### config.mk
export PLATFORM = sky130hd
export DESIGN_NAME = spi_chain_regif
export DESIGN_NICKNAME = d
export VERILOG_FILES = /design/src/rtl/spi_chain_pkg.sv /design/src/rtl/spi_edge_sync.sv /design/src/rtl/spi_frame_engine.sv /design/src/rtl/spi_reg_bank.sv /design/src/rtl/spi_chain_regif.sv
export SDC_FILE = /design/constraint.sdc
export NUM_CORES = 1
export LEC_CHECK = 0
export BUFFER_PORTS_ARGS = -buffer_cell sky130_fd_sc_hd__buf_2
export CAP_MARGIN = 20
export CORE_ASPECT_RATIO = 0.7
export CORE_MARGIN = 1
export CORE_UTILIZATION = 36
export CTS_CLUSTER_DIAMETER = 60
export DETAILED_ROUTE_END_ITERATION = 8
export PLACE_DENSITY = 0.52
export REMOVE_ABC_BUFFERS = 1
export SLEW_MARGIN = 15
export SYNTH_ARGS = -nofsm -noshare
export SYNTH_HDL_FRONTEND = slang
export SYNTH_HIERARCHICAL = 1
export SYNTH_SLANG_ARGS = --single-unit
export TNS_END_PERCENT = 10
### constraint.sdc
create_clock -name clk -period 6.46 [get_ports clk]
set_clock_uncertainty 0.15 [all_clocks]
set_input_delay 0.969 -clock clk [delete_from_list [all_inputs] [get_ports clk]]
set_output_delay 0.969 -clock clk [all_outputs]
set_load 0.005 [all_outputs]
### src/rtl/spi_chain_pkg.sv
// Shared constants for the chainable serial register port.
// Assumes: command byte = read flag + 7-bit address, data bytes of 8 bits.
package spi_chain_pkg;
    localparam int BYTE_W    = 8;
    localparam int CMD_W     = 8;
    localparam int ADDR_W    = CMD_W - 1;
    localparam int WORD_W    = 2 * BYTE_W;
    localparam int FRAME_MAX = CMD_W + WORD_W;
    localparam int POS_W     = $clog2(FRAME_MAX + 1);

    localparam logic [POS_W-1:0] POS_CMD    = POS_W'(CMD_W);
    localparam logic [POS_W-1:0] POS_NARROW = POS_W'(CMD_W + BYTE_W);
    localparam logic [POS_W-1:0] POS_WIDE   = POS_W'(FRAME_MAX);
endpackage

### src/rtl/spi_edge_sync.sv
// Synchronises N asynchronous inputs into clk and flags their edges.
// Assumes: inputs stay stable for several clk periods between changes.
module spi_edge_sync #(
    parameter int          N       = 3,
    parameter int          STAGES  = 2,
    parameter logic [N-1:0] RST_VAL = '0
) (
    input  logic         clk,
    input  logic         rst_n,
    input  logic [N-1:0] din,
    output logic [N-1:0] level,
    output logic [N-1:0] rise,
    output logic [N-1:0] fall
);
    for (genvar g = 0; g < N; g++) begin : gen_bit
        logic [STAGES:0] chain;

        // Shift the input through the synchroniser plus one history stage.
        always_ff @(posedge clk) begin
            if (!rst_n) chain <= {(STAGES+1){RST_VAL[g]}};
            else        chain <= {chain[STAGES-1:0], din[g]};
        end

        assign level[g] = chain[STAGES-1];
        assign rise[g]  = chain[STAGES-1] & ~chain[STAGES];
        assign fall[g]  = ~chain[STAGES-1] & chain[STAGES];
    end
endmodule

### src/rtl/spi_frame_engine.sv
// Serial frame engine: shifts in frames, tracks frame position and count,
// drives read data, keeps the pass-through delay line, and raises a commit
// pulse for the final frame when the select rises after a whole number of
// frames. Assumes edge strobes come from spi_edge_sync.
module spi_frame_engine
    import spi_chain_pkg::*;
#(
    parameter int MAX_CHAIN = 16
) (
    input  logic              clk,
    input  logic              rst_n,
    input  logic              wide_mode,
    input  logic              cs_low,
    input  logic              cs_fall,
    input  logic              cs_rise,
    input  logic              sclk_rise,
    input  logic              sclk_fall,
    input  logic              mosi,
    input  logic [WORD_W-1:0] rd_word,
    output logic [ADDR_W-1:0] look_addr,
    output logic              miso,
    output logic              miso_oe,
    output logic              thru,
    output logic              commit,
    output logic              commit_wide,
    output logic              commit_rd,
    output logic [ADDR_W-1:0] commit_addr,
    output logic [WORD_W-1:0] commit_data,
    output logic [WORD_W-1:0] commit_snap,
    output logic [POS_W-1:0]  frame_pos
);
    localparam int CNT_W = $clog2(MAX_CHAIN + 2);
    localparam logic [CNT_W-1:0] CHAIN_LIM = CNT_W'(MAX_CHAIN);

    logic              wide_q;
    logic [POS_W-1:0]  pos, pos_nxt, frame_len;
    logic [CNT_W-1:0]  frames;
    logic [WORD_W-2:0] rx_sh;
    logic [FRAME_MAX-1:0] dly;
    logic [CMD_W-1:0]  cmd_byte;
    logic              cmd_rd;
    logic [ADDR_W-1:0] cmd_addr;
    logic [WORD_W-1:0] snap, tx_sh, rd_view;
    logic              rd_act;

    assign frame_len = wide_q ? POS_WIDE : POS_NARROW;
    assign pos_nxt   = pos + 1'b1;
    assign cmd_byte  = {rx_sh[CMD_W-2:0], mosi};
    assign look_addr = cmd_byte[ADDR_W-1:0];
    assign rd_view   = wide_q ? rd_word : {rd_word[WORD_W-1:BYTE_W], {BYTE_W{1'b0}}};
    assign frame_pos = pos;

    // Receive path: frame position, frame count, command and frame capture.
    always_ff @(posedge clk) begin
        if (!rst_n) begin
            wide_q <= 1'b0; pos <= '0; frames <= '0; rx_sh <= '0;
            cmd_rd <= 1'b0; cmd_addr <= '0; snap <= '0;
            commit_wide <= 1'b0; commit_rd <= 1'b0; commit_addr <= '0;
            commit_data <= '0; commit_snap <= '0;
        end else if (cs_fall) begin
            pos <= '0; frames <= '0; wide_q <= wide_mode;
        end else if (cs_low && sclk_rise) begin
            rx_sh <= {rx_sh[WORD_W-3:0], mosi};
            if (pos_nxt == POS_CMD) begin
                cmd_rd   <= cmd_byte[CMD_W-1];
                cmd_addr <= look_addr;
                snap     <= cmd_byte[CMD_W-1] ? rd_view : '0;
            end
            if (pos_nxt == frame_len) begin
                pos <= '0;
                if (frames <= CHAIN_LIM) frames <= frames + 1'b1;
                commit_rd   <= cmd_rd;
                commit_addr <= cmd_addr;
                commit_wide <= wide_q;
                commit_snap <= snap;
                commit_data <= wide_q ? {rx_sh, mosi}
                                      : {{BYTE_W{1'b0}}, rx_sh[BYTE_W-2:0], mosi};
            end else begin
                pos <= pos_nxt;
            end
        end
    end

    // Transmit path: read data shifter, output enable and pass-through delay.
    always_ff @(posedge clk) begin
        if (!rst_n) begin
            dly <= '0; thru <= 1'b0; miso <= 1'b0; miso_oe <= 1'b0;
            rd_act <= 1'b0; tx_sh <= '0;
        end else if (cs_fall) begin
            dly <= '0; thru <= 1'b0; miso_oe <= 1'b0; rd_act <= 1'b0;
        end else if (!cs_low) begin
            miso_oe <= 1'b0; rd_act <= 1'b0;
        end else begin
            if (sclk_rise) begin
                dly <= {dly[FRAME_MAX-2:0], mosi};
                if (pos_nxt == POS_CMD) begin
                    rd_act <= cmd_byte[CMD_W-1];
                    tx_sh  <= rd_view;
                end else if (pos_nxt == frame_len) begin
                    rd_act <= 1'b0;
                end
            end
            if (sclk_fall) begin
                thru <= wide_q ? dly[FRAME_MAX-1] : dly[CMD_W+BYTE_W-1];
                if (rd_act) begin
                    miso    <= tx_sh[WORD_W-1];
                    tx_sh   <= {tx_sh[WORD_W-2:0], 1'b0};
                    miso_oe <= 1'b1;
                end else begin
                    miso_oe <= 1'b0;
                end
            end
        end
    end

    // Commit pulse: select rose on a frame boundary within the chain limit.
    always_ff @(posedge clk) begin
        if (!rst_n) commit <= 1'b0;
        else        commit <= cs_rise && (pos == '0) && (frames != '0) && (frames <= CHAIN_LIM);
    end
endmodule

### src/rtl/spi_reg_bank.sv
// Register bank: read/write control registers, one sticky status register
// (highest address) with clear-on-read of the returned bits, and the
// interrupt request. Assumes commit fields stay valid while commit is high.
module spi_reg_bank
    import spi_chain_pkg::*;
#(
    parameter int NUM_REGS = 16,
    parameter int STAT_W   = 8
) (
    input  logic                         clk,
    input  logic                         rst_n,
    input  logic [ADDR_W-1:0]            look_addr,
    output logic [WORD_W-1:0]            rd_word,
    input  logic                         commit,
    input  logic                         commit_wide,
    input  logic                         commit_rd,
    input  logic [ADDR_W-1:0]            commit_addr,
    input  logic [WORD_W-1:0]            commit_data,
    input  logic [WORD_W-1:0]            commit_snap,
    input  logic [STAT_W-1:0]            event_in,
    output logic [(NUM_REGS-1)*BYTE_W-1:0] ctrl_flat,
    output logic [STAT_W-1:0]            status,
    output logic [STAT_W-1:0]            clr_mask,
    output logic                         irq_pulldown
);
    localparam int NUM_CTRL = NUM_REGS - 1;
    localparam logic [ADDR_W-1:0] STAT_ADDR = ADDR_W'(NUM_REGS - 1);

    logic [BYTE_W-1:0] ctrl [NUM_CTRL];
    logic [BYTE_W-1:0] stat_ext, rd_hi, rd_lo;
    logic [ADDR_W-1:0] look_p1, addr_p1;

    assign look_p1 = look_addr + 1'b1;
    assign addr_p1 = commit_addr + 1'b1;

    // Zero-extend the status bits to a byte for reading.
    always_comb begin
        stat_ext = '0;
        stat_ext[STAT_W-1:0] = status;
    end

    // Read mux for the addressed register and its upper neighbour.
    always_comb begin
        rd_hi = '0;
        rd_lo = '0;
        for (int i = 0; i < NUM_CTRL; i++) begin
            if (look_addr == ADDR_W'(i)) rd_hi = ctrl[i];
            if (look_p1   == ADDR_W'(i)) rd_lo = ctrl[i];
        end
        if (look_addr == STAT_ADDR) rd_hi = stat_ext;
        if (look_p1   == STAT_ADDR) rd_lo = stat_ext;
    end
    assign rd_word = {rd_hi, rd_lo};

    for (genvar g = 0; g < NUM_CTRL; g++) begin : gen_ctrl
        logic [BYTE_W-1:0] r_q;

        // Control register g: written by a committed write frame.
        always_ff @(posedge clk) begin
            if (!rst_n) begin
                r_q <= '0;
            end else if (commit && !commit_rd) begin
                if (commit_addr == ADDR_W'(g))
                    r_q <= commit_wide ? commit_data[WORD_W-1:BYTE_W] : commit_data[BYTE_W-1:0];
                else if (commit_wide && addr_p1 == ADDR_W'(g))
                    r_q <= commit_data[BYTE_W-1:0];
            end
        end

        assign ctrl[g] = r_q;
        assign ctrl_flat[g*BYTE_W +: BYTE_W] = r_q;
    end

    // Clear mask: the status bits returned by a final-frame status read.
    always_comb begin
        clr_mask = '0;
        if (commit && commit_rd) begin
            if (commit_addr == STAT_ADDR)
                clr_mask = clr_mask | commit_snap[BYTE_W +: STAT_W];
            if (commit_wide && addr_p1 == STAT_ADDR)
                clr_mask = clr_mask | commit_snap[STAT_W-1:0];
        end
    end

    // Sticky status bits and the registered interrupt request.
    always_ff @(posedge clk) begin
        if (!rst_n) begin
            status       <= '0;
            irq_pulldown <= 1'b0;
        end else begin
            status       <= (status & ~clr_mask) | event_in;
            irq_pulldown <= |status;
        end
    end
endmodule

### src/rtl/spi_chain_regif.sv
// Top of the chainable serial register port: input synchroniser, frame
// engine and register bank. Assumes the serial clock is at least five
// times slower than clk and that wide_mode is static while selected.
module spi_chain_regif
    import spi_chain_pkg::*;
#(
    parameter int NUM_REGS  = 16,
    parameter int STAT_W    = 8,
    parameter int MAX_CHAIN = 16,
    parameter int SYNC_STG  = 2
) (
    input  logic                           clk,
    input  logic                           rst_n,
    input  logic                           spi_cs_n,
    input  logic                           spi_sclk,
    input  logic                           spi_mosi,
    input  logic                           wide_mode,
    input  logic [STAT_W-1:0]              event_in,
    output logic                           spi_miso,
    output logic                           spi_miso_oe,
    output logic                           spi_thru,
    output logic                           irq_pulldown,
    output logic [(NUM_REGS-1)*BYTE_W-1:0] ctrl_regs
);
    logic [2:0]        s_level, s_rise, s_fall;
    logic              cs_low, cs_fall, cs_rise;
    logic [ADDR_W-1:0] look_addr, commit_addr;
    logic [WORD_W-1:0] rd_word, commit_data, commit_snap;
    logic              commit, commit_wide, commit_rd;
    logic [POS_W-1:0]  frame_pos;
    logic [STAT_W-1:0] status, clr_mask;

    spi_edge_sync #(.N(3), .STAGES(SYNC_STG), .RST_VAL(3'b100)) u_sync (
        .clk(clk), .rst_n(rst_n),
        .din({spi_cs_n, spi_sclk, spi_mosi}),
        .level(s_level), .rise(s_rise), .fall(s_fall)
    );

    assign cs_low  = ~s_level[2];
    assign cs_fall = s_fall[2];
    assign cs_rise = s_rise[2];

    spi_frame_engine #(.MAX_CHAIN(MAX_CHAIN)) u_engine (
        .clk(clk), .rst_n(rst_n), .wide_mode(wide_mode),
        .cs_low(cs_low), .cs_fall(cs_fall), .cs_rise(cs_rise),
        .sclk_rise(s_rise[1]), .sclk_fall(s_fall[1]), .mosi(s_level[0]),
        .rd_word(rd_word), .look_addr(look_addr),
        .miso(spi_miso), .miso_oe(spi_miso_oe), .thru(spi_thru),
        .commit(commit), .commit_wide(commit_wide), .commit_rd(commit_rd),
        .commit_addr(commit_addr), .commit_data(commit_data),
        .commit_snap(commit_snap), .frame_pos(frame_pos)
    );

    spi_reg_bank #(.NUM_REGS(NUM_REGS), .STAT_W(STAT_W)) u_bank (
        .clk(clk), .rst_n(rst_n), .look_addr(look_addr), .rd_word(rd_word),
        .commit(commit), .commit_wide(commit_wide), .commit_rd(commit_rd),
        .commit_addr(commit_addr), .commit_data(commit_data),
        .commit_snap(commit_snap), .event_in(event_in),
        .ctrl_flat(ctrl_regs), .status(status), .clr_mask(clr_mask),
        .irq_pulldown(irq_pulldown)
    );
endmodule

# Word level (Yosys, flattened, before mapping)
# Cells that the tools add are included.
dict set report totals {
  reg_bits 273
  in_bits 14
}
dict set report classes {
  addsub 4
  magnitude_cmp 1
  n_eq_ne 62
  n_mux 80
  n_bitwise 14
  reduce_logical 72
}
# cell n
set op_table {}
lappend op_table {{8-bit 2-to-1 mux} 68}
lappend op_table {{7-bit by 4-bit equality test with 1-bit output, second input constant} 32}
lappend op_table {{7-bit by 3-bit equality test with 1-bit output, second input constant} 16}
lappend op_table {{16-bit 2-to-1 mux} 6}
lappend op_table {{7-bit by 2-bit equality test with 1-bit output, second input constant} 8}
lappend op_table {{2-bit AND reduction} 20}
lappend op_table {{2-bit nonzero test} 16}
lappend op_table {{7-bit by 1-bit equality test with 1-bit output, second input constant} 4}
lappend op_table {{7-bit logical NOT} 4}
lappend op_table {{1-bit logical AND} 22}
lappend op_table {{8-bit OR} 2}
lappend op_table {{7-bit by 1-bit adder with 7-bit output, second input constant} 2}
lappend op_table {{5-bit by 1-bit adder with 5-bit output, second input constant} 2}
lappend op_table {{3-bit AND reduction} 3}
lappend op_table {{8-bit AND} 1}
lappend op_table {{8-bit NOT} 1}
lappend op_table {{8-bit OR reduction} 1}
lappend op_table {{1-bit NOT} 6}
lappend op_table {{5-bit by 4-bit equality test with 1-bit output, second input constant} 1}
lappend op_table {{5-bit equality test} 1}
lappend op_table {{5-bit <= comparator, second input constant} 1}
lappend op_table {{5-bit logical NOT} 1}
lappend op_table {{5-bit 2-to-1 mux} 1}
lappend op_table {{5-bit nonzero test} 1}
lappend op_table {{other kinds (7)} 13}

# Depth between registers and ports, before layout
dict set report logic_depth {
  depth_word 23
  depth_mapped 13
  ltp_nobuf 8
}

# By module
# The synthesis kept the hierarchy.
# module instances cells_per_inst area_each_um2 seq_area_each_um2
set by_module_without_submodules {}
lappend by_module_without_submodules {spi_reg_bank 1 1263 9241.4 2582.5}
lappend by_module_without_submodules {spi_frame_engine 1 667 5362.6 2722.6}
lappend by_module_without_submodules {spi_edge_sync 1 27 296.5 180.2}
lappend by_module_without_submodules {spi_chain_regif 1 1 3.8 0.0}

# Worst setup path after synthesis
# No wires, ideal clock.
dict set report synth_timing {
  path_kind {reg-to-reg}
  from {register u_engine.rx_sh[2]}
  to {register u_engine.tx_sh[0]}
  arrival_time_ns 2.188
  path_slack_ns 4.036
  stages_incl_launch_ff 11
  n_path_buf 2
  period_less_slack_ns 2.424
  path_cell_list {dfxtp_1 buf_4 or4_1 clkbuf_1 nor2_1 nand2_1 a21oi_1 a221oi_1 o211ai_1 nand3_1 a211oi_1}
}
dict set report synth_between {
  elab_chain_cells 23
  word_cells_on_any_way 38
  cone_classes {add/sub (1); eq/ne (15); mux (21); reduce/logical (1)}
}
# element line
set synth_lines {}
lappend synth_lines {{start, declared} spi_frame_engine.sv:38} ;# logic [WORD_W-2:0] rx_sh;
lappend synth_lines {{start signal, assigned} spi_frame_engine.sv:63} ;# rx_sh <= {rx_sh[WORD_W-3:0], mosi};
lappend synth_lines {{7-bit by 1-bit adder with 7-bit output (*)} spi_reg_bank.sv:33} ;# assign look_p1 = look_addr + 1'b1;
lappend synth_lines {{7-bit logical NOT} spi_reg_bank.sv:48} ;# if (look_p1 == ADDR_W'(i)) rd_lo = ctrl[i];
lappend synth_lines {{8-bit 2-to-1 mux (15 in series)} spi_reg_bank.sv:48}
lappend synth_lines {{8-bit 2-to-1 mux (*)} spi_reg_bank.sv:51} ;# if (look_p1 == STAT_ADDR) rd_lo = stat_ext;
lappend synth_lines {{via rd_word[0]} spi_chain_regif.sv:28} ;# logic [WORD_W-1:0] rd_word, commit_data, commit_snap;
lappend synth_lines {{8-bit 2-to-1 mux (*)} spi_frame_engine.sv:50} ;# assign rd_view = wide_q ? rd_word : {rd_word[WORD_W-1:BYTE_W], {BYTE_W{1'b0}}};
lappend synth_lines {{16-bit 2-to-1 mux (*)} spi_frame_engine.sv:96} ;# if (pos_nxt == POS_CMD) begin
lappend synth_lines {{16-bit 2-to-1 mux (*)} spi_frame_engine.sv:94} ;# if (sclk_rise) begin
lappend synth_lines {{16-bit 2-to-1 mux} spi_frame_engine.sv:105} ;# if (rd_act) begin
lappend synth_lines {{16-bit 2-to-1 mux (*)} spi_frame_engine.sv:103} ;# if (sclk_fall) begin
lappend synth_lines {{end signal, assigned} spi_frame_engine.sv:98} ;# tx_sh <= rd_view;
lappend synth_lines {{end signal, assigned} spi_frame_engine.sv:107} ;# tx_sh <= {tx_sh[WORD_W-2:0], 1'b0};
lappend synth_lines {{end, declared} spi_frame_engine.sv:43} ;# logic [WORD_W-1:0] snap, tx_sh, rd_view;
# The timed path passes the listed nets; every way through them passes the cells marked *.
# A chain may end at the register's enable or synchronous reset.

# Worst setup path after layout
dict set report layout_timing {
  from {register u_engine.rx_sh[1]}
  to {register u_engine.snap[1]}
}
dict set report layout_between {
  elab_chain_cells 20
  word_cells_on_any_way 35
  cone_classes {add/sub (1); eq/ne (15); mux (18); reduce/logical (1)}
}
# element line
set layout_lines {}
lappend layout_lines {{7-bit by 1-bit adder with 7-bit output (*)} spi_reg_bank.sv:33}
lappend layout_lines {{7-bit logical NOT} spi_reg_bank.sv:48}
lappend layout_lines {{8-bit 2-to-1 mux (15 in series)} spi_reg_bank.sv:48}
lappend layout_lines {{8-bit 2-to-1 mux (*)} spi_reg_bank.sv:51}
lappend layout_lines {{via rd_word[1]} spi_chain_regif.sv:28}
lappend layout_lines {{8-bit 2-to-1 mux (*)} spi_frame_engine.sv:50}
lappend layout_lines {{16-bit 2-to-1 mux (*)} spi_frame_engine.sv:67} ;# snap <= cmd_byte[CMD_W-1] ? rd_view : '0;
lappend layout_lines {{end signal, assigned} spi_frame_engine.sv:67}
lappend layout_lines {{end, declared} spi_frame_engine.sv:43}
# Marked as above.

==> results.json <==
{
  "required_ns": 6.82,
  "final_common_cell": "nand2_1",
  "syn_inst": 1953,
  "drv_cap": 0,
  "die_area_um2": 42100,
  "drt_iter0_drc": 1932,
  "path_cells": "inv_1, nor3_1, a21oi_1, o21ai_0, o22ai_1, a221oi_1, nand4_1, a21oi_1",
  "whs_ns": 0.2541,
  "worstSetupPathType": "flop to flop",
  "first_global_vias": 13490,
  "p_per_area_nw_per_um2": 217.2,
  "fin_crit_ns": 3.838,
  "hold_violations": 0,
  "worst_slew_pin_slew_ns": 1.136,
  "start_util_pct": 36.94,
  "cp-end-kind": "flop",
  "drc": 0,
  "clk_pin_slew_ns": 0.06,
  "cts_made_buffers": 30,
  "detail-route-antenna-nets": 0,
  "cp_slowest_stage_delay_ns": 0.99,
  "setup_violations": 0,
  "worstSetupStartpointType": "flop",
  "path_common_cell": "a21oi_1",
  "gp_congestion": 1.030,
  "rows": 61,
  "crit_fanout": 28,
  "p_clk_share_pct": 50.5,
  "cts_max_path_buffers": 3,
  "boundaryPins": 138,
  "cp_num_buf_inv": 1,
  "place_area_um2": 15750,
  "max_freq_mhz": 260.6,
  "placed_cells": 2486,
  "setup_slack_ns": 2.622,
  "rsz0062_at_grt": "false",
  "utilization_pct": 41.79,
  "p_switching_mw": 0.8466,
  "cts_tree": "done",
  "grt_pass1_wl_mm": 93.14,
  "stdcell_area_um2": 16810,
  "port_buffers": 137,
  "status": "complete, no violations",
  "cts_sinks": 273,
  "hold_buffers": 0,
  "share_comb_of_total_power_pct": 2.8,
  "fp.coreArea_um2": 40220,
  "cts_setup_buffers": 0,
  "n_antenna_cell": 0,
  "finalNetCount": 2002,
  "vias": 15160,
  "hold_path_class": "flop to flop",
  "p_leak_nw": 5.567,
  "peakVddDrop_uv": 196.7,
  "layout_common_cells": "nand2_1 (307), dfxtp_1 (270), a21oi_1 (206)",
  "routed_via_density": 5.967,
  "h-tree-depth": 1,
  "dr.pass1.iters": 7,
  "drive_gt1_share_pct": 13.96,
  "slew_headroom_pct": 24.14,
  "critPathSlowestCell": "nor3_1",
  "worstPathArrival_ns": 4.20,
  "grt_antenna_before_repair": 1,
  "grt-ovfl-total": 0,
  "p_seq_share_pct": 46.8,
  "switching_share_pct": 23.19,
  "track_usage_pct": 29.69,
  "post_synth_instance_area_um2": 14860,
  "finalCritPeriodShare_pct": 59.41,
  "clock_tree.root_cell": "clkbuf_16",
  "area_growth_pct": 13.12,
  "slew_violations": 0,
  "fp.dieW_um": 244.8,
  "grt_start_max_net_pins": 87,
  "final_cells": 2541,
  "dieHeight_um": 172.0,
  "dp_hpwl_mm": 45.63,
  "pre_cts_slack_ns": 2.870,
  "tns_ns": 0,
  "path_delay_family": "simple AND/OR/NAND/NOR gates",
  "finalPower_mw": 3.651,
  "intPower_mw": 2.804,
  "ctsResizeCount": 0,
  "yosysWarnings": 6,
  "clk_latency_ns": 0.59,
  "wl_per_cell_um": 25.30,
  "wirelength_mm": 64.28,
  "avgSynthCellArea_um2": 7.608
}
## routing by layer
| layer | vias to the layer above | wire (um) | share of wire (%) | track usage, % |
|---|---|---|---|---|
| met3 | 97 | 7200 | 11 | 7.621 |
| li1 | 6977 | - | - | - |
| met5 | - | 0 | 0 | 0 |
| met2 | 792 | 25650 | 40 | 41.34 |
| met1 | 7295 | 30150 | 47 | 44.98 |
| met4 | 0 | 1280 | 2.0 | 6.114 |
## worst paths after layout
kind,from,endpoint,slack (ns),cells after the start
worst max-delay path,u_engine/rx_sh[1],u_engine/snap[1],2.62,8
worst min-delay path,u_sync/gen_bit[2].chain[0],u_sync/gen_bit[2].chain[1],0.25,1
worst max register to register,u_engine/rx_sh[1],u_engine/snap[1],2.62,8
worst min register to register,u_sync/gen_bit[2].chain[0],u_sync/gen_bit[2].chain[1],0.25,1
## power groups by stage
stage               logic, mW  clock network [mW]  registers (mW)
finish                  0.101                1.84            1.71
global route            0.108                1.95            1.71
CTS                    0.0993                1.87            1.71
detailed placement     0.0991                   0            1.75
global placement       0.0988                   0            1.75
floorplan              0.0491                   0            1.74
## final cells by class
type | instances | area, um^2
repair buffers | 173 | 974.7
clock buffers | 42 | 885.9
inverters | 27 | 101.3
clock inverters | 13 | 172.7
well taps | 535 | 669.4
multi-input cells | 1478 | 8532
flip-flops and latches | 273 | 5472
fillers | 4094 | 23420
## worst reg2reg max path: cells and delay by family, from the launching register on
kind	cells	cell delay [ns]
DFF	1	0.75
buffers and inverters	1	0.64
AOI/OAI and AO/OA	5	1.08
and+or+nand+nor	2	1.15
## registers in the layout (all words and copies together), names as in the netlist, 5 cells and up
signal                count
u_bank/gen_ctrl.r_q     120
u_engine/dly             24
u_engine/commit_data     16
u_engine/commit_snap     16
u_engine/snap            16
u_engine/tx_sh           16
u_engine/rx_sh           15
u_bank/status             8
u_sync/gen_bit.chain      8
u_engine/cmd_addr         7
u_engine/commit_addr      7
u_engine/frame_pos        5
u_engine/frames           5
(Power assumes the default switching activity.)
